## src/rtl/evc_pkg.sv

```systemverilog
package evc_pkg;

   typedef enum logic [1:0] {
      MV_HOLD = 2'd0,
      MV_UP   = 2'd1,
      MV_DOWN = 2'd2
   } evc_move_e;

   function automatic evc_move_e evc_decode(input logic inc, input logic dec);
      if (inc && !dec)      return MV_UP;
      else if (dec && !inc) return MV_DOWN;
      else                  return MV_HOLD;
   endfunction

endpackage

```

## src/rtl/evc_step.sv

```systemverilog
module evc_step
   import evc_pkg::*;
#(
   parameter int WIDTH  = 4,
   parameter bit SAT_HI = 1'b0,
   parameter bit SAT_LO = 1'b0
) (
   input  logic [WIDTH-1:0] cur_i,
   input  evc_move_e        move_i,
   output logic [WIDTH-1:0] nxt_o,
   output logic             wrap_hi_o,
   output logic             wrap_lo_o
);
   localparam logic [WIDTH-1:0] TOP = '1;
   localparam logic [WIDTH-1:0] BOT = '0;

   logic             at_top, at_bot;
   logic [WIDTH-1:0] up_val, dn_val;
   logic             up_wrap, dn_wrap;

   assign at_top = (cur_i == TOP);
   assign at_bot = (cur_i == BOT);

   generate
      if (SAT_HI) begin : g_up_sat
         assign up_val  = at_top ? cur_i : cur_i + 1'b1;
         assign up_wrap = 1'b0;
      end else begin : g_up_wrap
         assign up_val  = cur_i + 1'b1;
         assign up_wrap = at_top;
      end
      if (SAT_LO) begin : g_dn_sat
         assign dn_val  = at_bot ? cur_i : cur_i - 1'b1;
         assign dn_wrap = 1'b0;
      end else begin : g_dn_wrap
         assign dn_val  = cur_i - 1'b1;
         assign dn_wrap = at_bot;
      end
   endgenerate

   always_comb begin
      nxt_o     = cur_i;
      wrap_hi_o = 1'b0;
      wrap_lo_o = 1'b0;
      unique case (move_i)
         MV_UP: begin
            nxt_o     = up_val;
            wrap_hi_o = up_wrap;
         end
         MV_DOWN: begin
            nxt_o     = dn_val;
            wrap_lo_o = dn_wrap;
         end
         default: ;
      endcase
   end

endmodule

```

## src/rtl/evc_compare.sv

```systemverilog
module evc_compare #(
   parameter int WIDTH   = 4,
   parameter int HI_MARK = 6,
   parameter int LO_MARK = 3,
   parameter bit SAT_HI  = 1'b0,
   parameter bit SAT_LO  = 1'b0
) (
   input  logic [WIDTH-1:0] cnt_i,
   output logic             hi_mark_o,
   output logic             lo_mark_o,
   output logic             sat_hi_o,
   output logic             sat_lo_o
);
   localparam logic [WIDTH-1:0] HI_V = WIDTH'(HI_MARK);
   localparam logic [WIDTH-1:0] LO_V = WIDTH'(LO_MARK);
   localparam logic [WIDTH-1:0] TOP  = '1;

   assign hi_mark_o = (cnt_i >= HI_V);
   assign lo_mark_o = (cnt_i <= LO_V);

   generate
      if (SAT_HI) begin : g_sat_hi
         assign sat_hi_o = (cnt_i == TOP);
      end else begin : g_nosat_hi
         assign sat_hi_o = 1'b0;
      end
      if (SAT_LO) begin : g_sat_lo
         assign sat_lo_o = (cnt_i == '0);
      end else begin : g_nosat_lo
         assign sat_lo_o = 1'b0;
      end
   endgenerate

endmodule

```

## src/rtl/evc_counter.sv

```systemverilog
module evc_counter
   import evc_pkg::*;
#(
   parameter int WIDTH   = 4,
   parameter int HI_MARK = 6,
   parameter int LO_MARK = 3,
   parameter bit SAT_HI  = 1'b0,
   parameter bit SAT_LO  = 1'b0
) (
   input  logic             clk,
   input  logic             rst,
   input  logic             inc_i,
   input  logic             dec_i,
   input  logic             wr_en_i,
   input  logic [WIDTH-1:0] wr_data_i,
   output logic [WIDTH-1:0] count_o,
   output logic             hi_mark_o,
   output logic             lo_mark_o,
   output logic             wrap_hi_o,
   output logic             wrap_lo_o,
   output logic             sat_hi_o,
   output logic             sat_lo_o
);
   localparam logic [WIDTH-1:0] TOP = '1;

   initial begin : elab_checks
      assert (WIDTH >= 2 && WIDTH <= 64) else $error("evc_counter: WIDTH out of range");
      assert (HI_MARK >= 0 && HI_MARK < (64'd1 << WIDTH)) else $error("evc_counter: HI_MARK does not fit");
      assert (LO_MARK >= 0 && LO_MARK < (64'd1 << WIDTH)) else $error("evc_counter: LO_MARK does not fit");
   end

   logic [WIDTH-1:0] cnt_q, cnt_nxt;
   logic             whi_q, wlo_q, whi_nxt, wlo_nxt;
   evc_move_e        move;

   assign move = evc_decode(inc_i, dec_i);

   evc_step #(.WIDTH(WIDTH), .SAT_HI(SAT_HI), .SAT_LO(SAT_LO)) u_step (
      .cur_i     (cnt_q),
      .move_i    (move),
      .nxt_o     (cnt_nxt),
      .wrap_hi_o (whi_nxt),
      .wrap_lo_o (wlo_nxt)
   );

   always_ff @(posedge clk) begin
      if (rst) begin
         cnt_q <= '0;
         whi_q <= 1'b0;
         wlo_q <= 1'b0;
      end else if (wr_en_i) begin
         cnt_q <= wr_data_i;
         whi_q <= 1'b0;
         wlo_q <= 1'b0;
      end else begin
         cnt_q <= cnt_nxt;
         whi_q <= whi_nxt;
         wlo_q <= wlo_nxt;
      end
   end

   evc_compare #(
      .WIDTH(WIDTH), .HI_MARK(HI_MARK), .LO_MARK(LO_MARK),
      .SAT_HI(SAT_HI), .SAT_LO(SAT_LO)
   ) u_cmp (
      .cnt_i     (cnt_q),
      .hi_mark_o (hi_mark_o),
      .lo_mark_o (lo_mark_o),
      .sat_hi_o  (sat_hi_o),
      .sat_lo_o  (sat_lo_o)
   );

   assign count_o   = cnt_q;
   assign wrap_hi_o = whi_q;
   assign wrap_lo_o = wlo_q;

   AST_WRAP_HI_ONE_CYCLE: assert property (@(posedge clk) disable iff (rst)
      wrap_hi_o |=> !wrap_hi_o);
   AST_WRAP_HI_AT_ZERO: assert property (@(posedge clk) disable iff (rst)
      wrap_hi_o |-> (count_o == '0));
   AST_WRAP_LO_AT_TOP: assert property (@(posedge clk) disable iff (rst)
      wrap_lo_o |-> (count_o == TOP));
   AST_SAT_HI_HOLD: assert property (@(posedge clk) disable iff (rst)
      (SAT_HI && count_o == TOP && inc_i && !dec_i && !wr_en_i) |=> (count_o == TOP && !wrap_hi_o));
   AST_SAT_LO_HOLD: assert property (@(posedge clk) disable iff (rst)
      (SAT_LO && count_o == '0 && dec_i && !inc_i && !wr_en_i) |=> (count_o == '0 && !wrap_lo_o));
   AST_BOTH_PULSES_HOLD: assert property (@(posedge clk) disable iff (rst)
      (inc_i && dec_i && !wr_en_i) |=> ($stable(count_o) && !wrap_hi_o && !wrap_lo_o));
   AST_WRITE_LOADS: assert property (@(posedge clk) disable iff (rst)
      wr_en_i |=> (count_o == $past(wr_data_i) && !wrap_hi_o && !wrap_lo_o));
   AST_RESET_CLEARS: assert property (@(posedge clk)
      rst |=> (count_o == '0 && !wrap_hi_o && !wrap_lo_o));

endmodule

```

## config.mk

```make
export PLATFORM = sky130hd
export DESIGN_NAME = evc_counter
export DESIGN_NICKNAME = d
export VERILOG_FILES = /design/src/rtl/evc_pkg.sv /design/src/rtl/evc_step.sv /design/src/rtl/evc_compare.sv /design/src/rtl/evc_counter.sv
export SDC_FILE = /design/constraint.sdc
export NUM_CORES = 1
export LEC_CHECK = 0
export BUFFER_PORTS_ARGS = -buffer_cell sky130_fd_sc_hd__buf_2
export CAP_MARGIN = 20
export CORE_AREA = 2 2 39 41
export DETAILED_ROUTE_END_ITERATION = 6
export DIE_AREA = 0 0 41 43
export PLACE_DENSITY = 0.59
export SETUP_SLACK_MARGIN = 0.02
export SLEW_MARGIN = 20
export SYNTH_ARGS = -nofsm -noshare
export SYNTH_HDL_FRONTEND = slang
export SYNTH_SLANG_ARGS = --single-unit
```

## constraint.sdc

```tcl
create_clock -name clk -period 1.5 [get_ports clk]
set_input_delay 0.075 -clock clk [delete_from_list [all_inputs] [get_ports clk]]
set_output_delay 0.075 -clock clk [all_outputs]
set_load 0.02 [all_outputs]
```

==> flow_summary.yaml <==
sta:
  tns_ns: 0
  fmax_mhz: 703
  hold_violations: 0
  slew_viol_final: 0
  fin_ws_ns: 0.0766
  fin_skew_ns: 0.00619
  setup_viol: 0
  rsz0062_at_grt: "yes"
  whs_ns: 0.0564
  period_needed_ns: 1.42
  post-route-period-util: 0.949
grt:
  grt_pass1_wl_mm: 1.45
  grt_pass1_vias: 346
  grt_max_degree: 11
  grt.overflow.total: 0
  grt_usage: 0.127
  antenna_found_initial: 0
setup_path:
  cp_slowest_cell: "or4b_1"
  end_kind: "flop"
  worstSetupPathType: "flop to flop"
  cp_cell_sequence: "inv_2, xnor2_2, ha_2, mux2i_1, or4b_1, o211ai_2"
  worstSetupStartpointType: "flop"
  worst-path-max-fanout: 2
  cp.arrival_ns: 1.61
  required_ns: 1.69
  reg2regPathDepth: 6
  crit_path_max_incr_delay_ns: 0.48
  r2r_setup_slack_ns: 0.08
  r2r_start: "count_o[1]"
  r2r_end: "count_o[2]"
worst_hold_path:
  hold_depth: 3
  min_to: "count_o[0]"
  hp-class: "primary input to flop"
  hp-start: "wr_data_i[0]"
logic_synthesis:
  synthMuxAreaShare: 0.0976
  synth_xor_area_frac: 0.0621
  yosys_warnings: 0
  synth_area_leaders: "dfxtp_1, mux2i_1, xor2_1, buf_4, nor2_1"
  synth_top_area_cell: "dfxtp_1"
  synth_compound_area_frac: 0.133
  synth.yosys.seq_area_share: 0.284
  synth_edf_count: 0
  netlist_area_um2: 423
  ys.flop_type: "dfxtp_1"
  ys_ff_latch: 6
  synthAdderAreaFrac: 0.0296
  synth_top_family_by_area: "simple AND/OR/NAND/NOR gates"
  syn_inst: 50
  ys_types: 31
  avgSynthCellArea_um2: 8.46
  async_flop_share: 0
  yosysMostFrequentCell: "dfxtp_1"
  netlist.area_leader.share: 0.284
  synth-simple-area-share: 0.293
  synth_common_cells: "dfxtp_1, nor2_1, mux2i_1, nand2_1"
placed_design:
  numPlacedInstances: 80
  place_area_um2: 526
  preCtsSetupSlack_ns: 0.0255
  dpl.hpwl_um: 633
  portBuffers: 16
  globalplace.congestion: 0.762
clocking:
  hold_buffers: 0
  clock_path_buffers: 2
  cts_setup_buffers: 0
  cts_sinks: 6
  clk_pin_slew_ns: 0.05
  htree_levels: 1
  clk_latency_ns: 0.25
  ctsResizeCount: 0
  cts_root_buf: "clkbuf_4"
  numCtsBuffers: 3
  cts_tree: "yes"
floorplanning:
  ios: 19
  row_count: 14
  coreArea_um2: 1380
  die_x_um: 41
  fp.dieH_um: 43
  dieArea_um2: 1760
  initial_core_util: 0.306
flow_run:
  cap_violations: 0
layout:
  area_growth_pct: 37.3
  final_area_um2: 581
  fillers: 150
  drive_above_1_share: 0.485
  n_antenna_cell: 0
  fin_util: 0.420
  layout.nets: 79
  fin_cells: 84
drt:
  viasPerCell: 4.92
  detail-route-antenna-nets: 0
  route.detailed.drc: 0
  drt_wl_total_um: 898
  dr.pass1.iters: 2
  wl_per_cell_um: 10.7
  drt_iter0_markers: 2
  num_vias: 413
outcome:
  outcome: "completed"
pwr:
  power.density_nw_per_um2: 893
  p_total_mw: 0.519
  irDropWorstVdd_uv: 336
  cellLeakagePower_nw: 0.267
cell families (layout without fill, tap and decap cells):
group	count (synthesis)	count (layout)
simple gates	19	19
flops	6	6
fa+ha+maj	1	1
mux	4	4
compound gates	8	8
other cells	1	2
xor+xnor	3	3
buf+inv	8	25
worst max-delay path by stage:
| stage | from | end | slack [ns] | cells after the start |
|---|---|---|---|---|
| after floorplan | count_o[1] | count_o[2] | 0.02 | 6 |
| after global placement | dec_i | count_o[2] | 0.04 | 7 |
| after detailed placement | dec_i | count_o[2] | 0.03 | 7 |
| after CTS | count_o[1] | count_o[2] | 0.05 | 6 |
| after global routing | count_o[1] | count_o[2] | 0.001 | 6 |
| final | count_o[1] | count_o[2] | 0.08 | 6 |
placed cells by master, fill, tap and decap left out, types with 2 or more instances in the layout:
| master | instances |
|---|---|
| a21oi_1 | 2 |
| buf_2 | 16 |
| buf_4 | 2 |
| clkbuf_4 | 3 |
| conb_1 | 2 |
| dfxtp_1 | 4 |
| mux2i_1 | 3 |
| nand2_1 | 3 |
| nor2_1 | 4 |
| nor3_1 | 2 |
| o21ai_0 | 2 |
| xor2_1 | 2 |
state kept, by name, summed over array words and instances (netlist names):
| signal | count |
|---|---|
| count_o | 4 |
| wrap_hi_o | 1 |
| wrap_lo_o | 1 |
critical path, delay by kind of cell (launching register included):
family | cells | cell delay, ns
and+or+nand+nor | 1 | 0.48
buffers and inverters | 1 | 0.05
AOI/OAI and AO/OA | 1 | 0.07
adders and majority gates | 1 | 0.17
xor gates and xnor gates | 1 | 0.12
muxes | 1 | 0.12
DFF | 1 | 0.34
metal layers:
metal / GRT usage / vias up / part of all wire
met3: 0.0942 / 0 / 0.085
met1: 0.151 / 191 / 0.42
met4: 0.0400 / 0 / 0
met5: 0 / - / 0
li1: - / 208 / -
met2: 0.172 / 14 / 0.50
final cells by class:
type                            count  area [um2]  area share
Sequential cell                     6         125       0.216
Multi-Input combinational cell     37         295       0.509
Timing Repair Buffer               19         106       0.183
Clock buffer                        4        26.3      0.0453
Tap cell                           16        20.0      0.0345
Inverter                            2        7.51      0.0129
power by group:
group,leakage [nW],switching (mW),internal (mW)
clock network,0.0150,0.0657,0.101
registers,0.0502,0.0245,0.172
logic,0.202,0.0827,0.0723
total,0.267,0.173,0.346
Note: power is estimated with default switching activity, not from simulation.
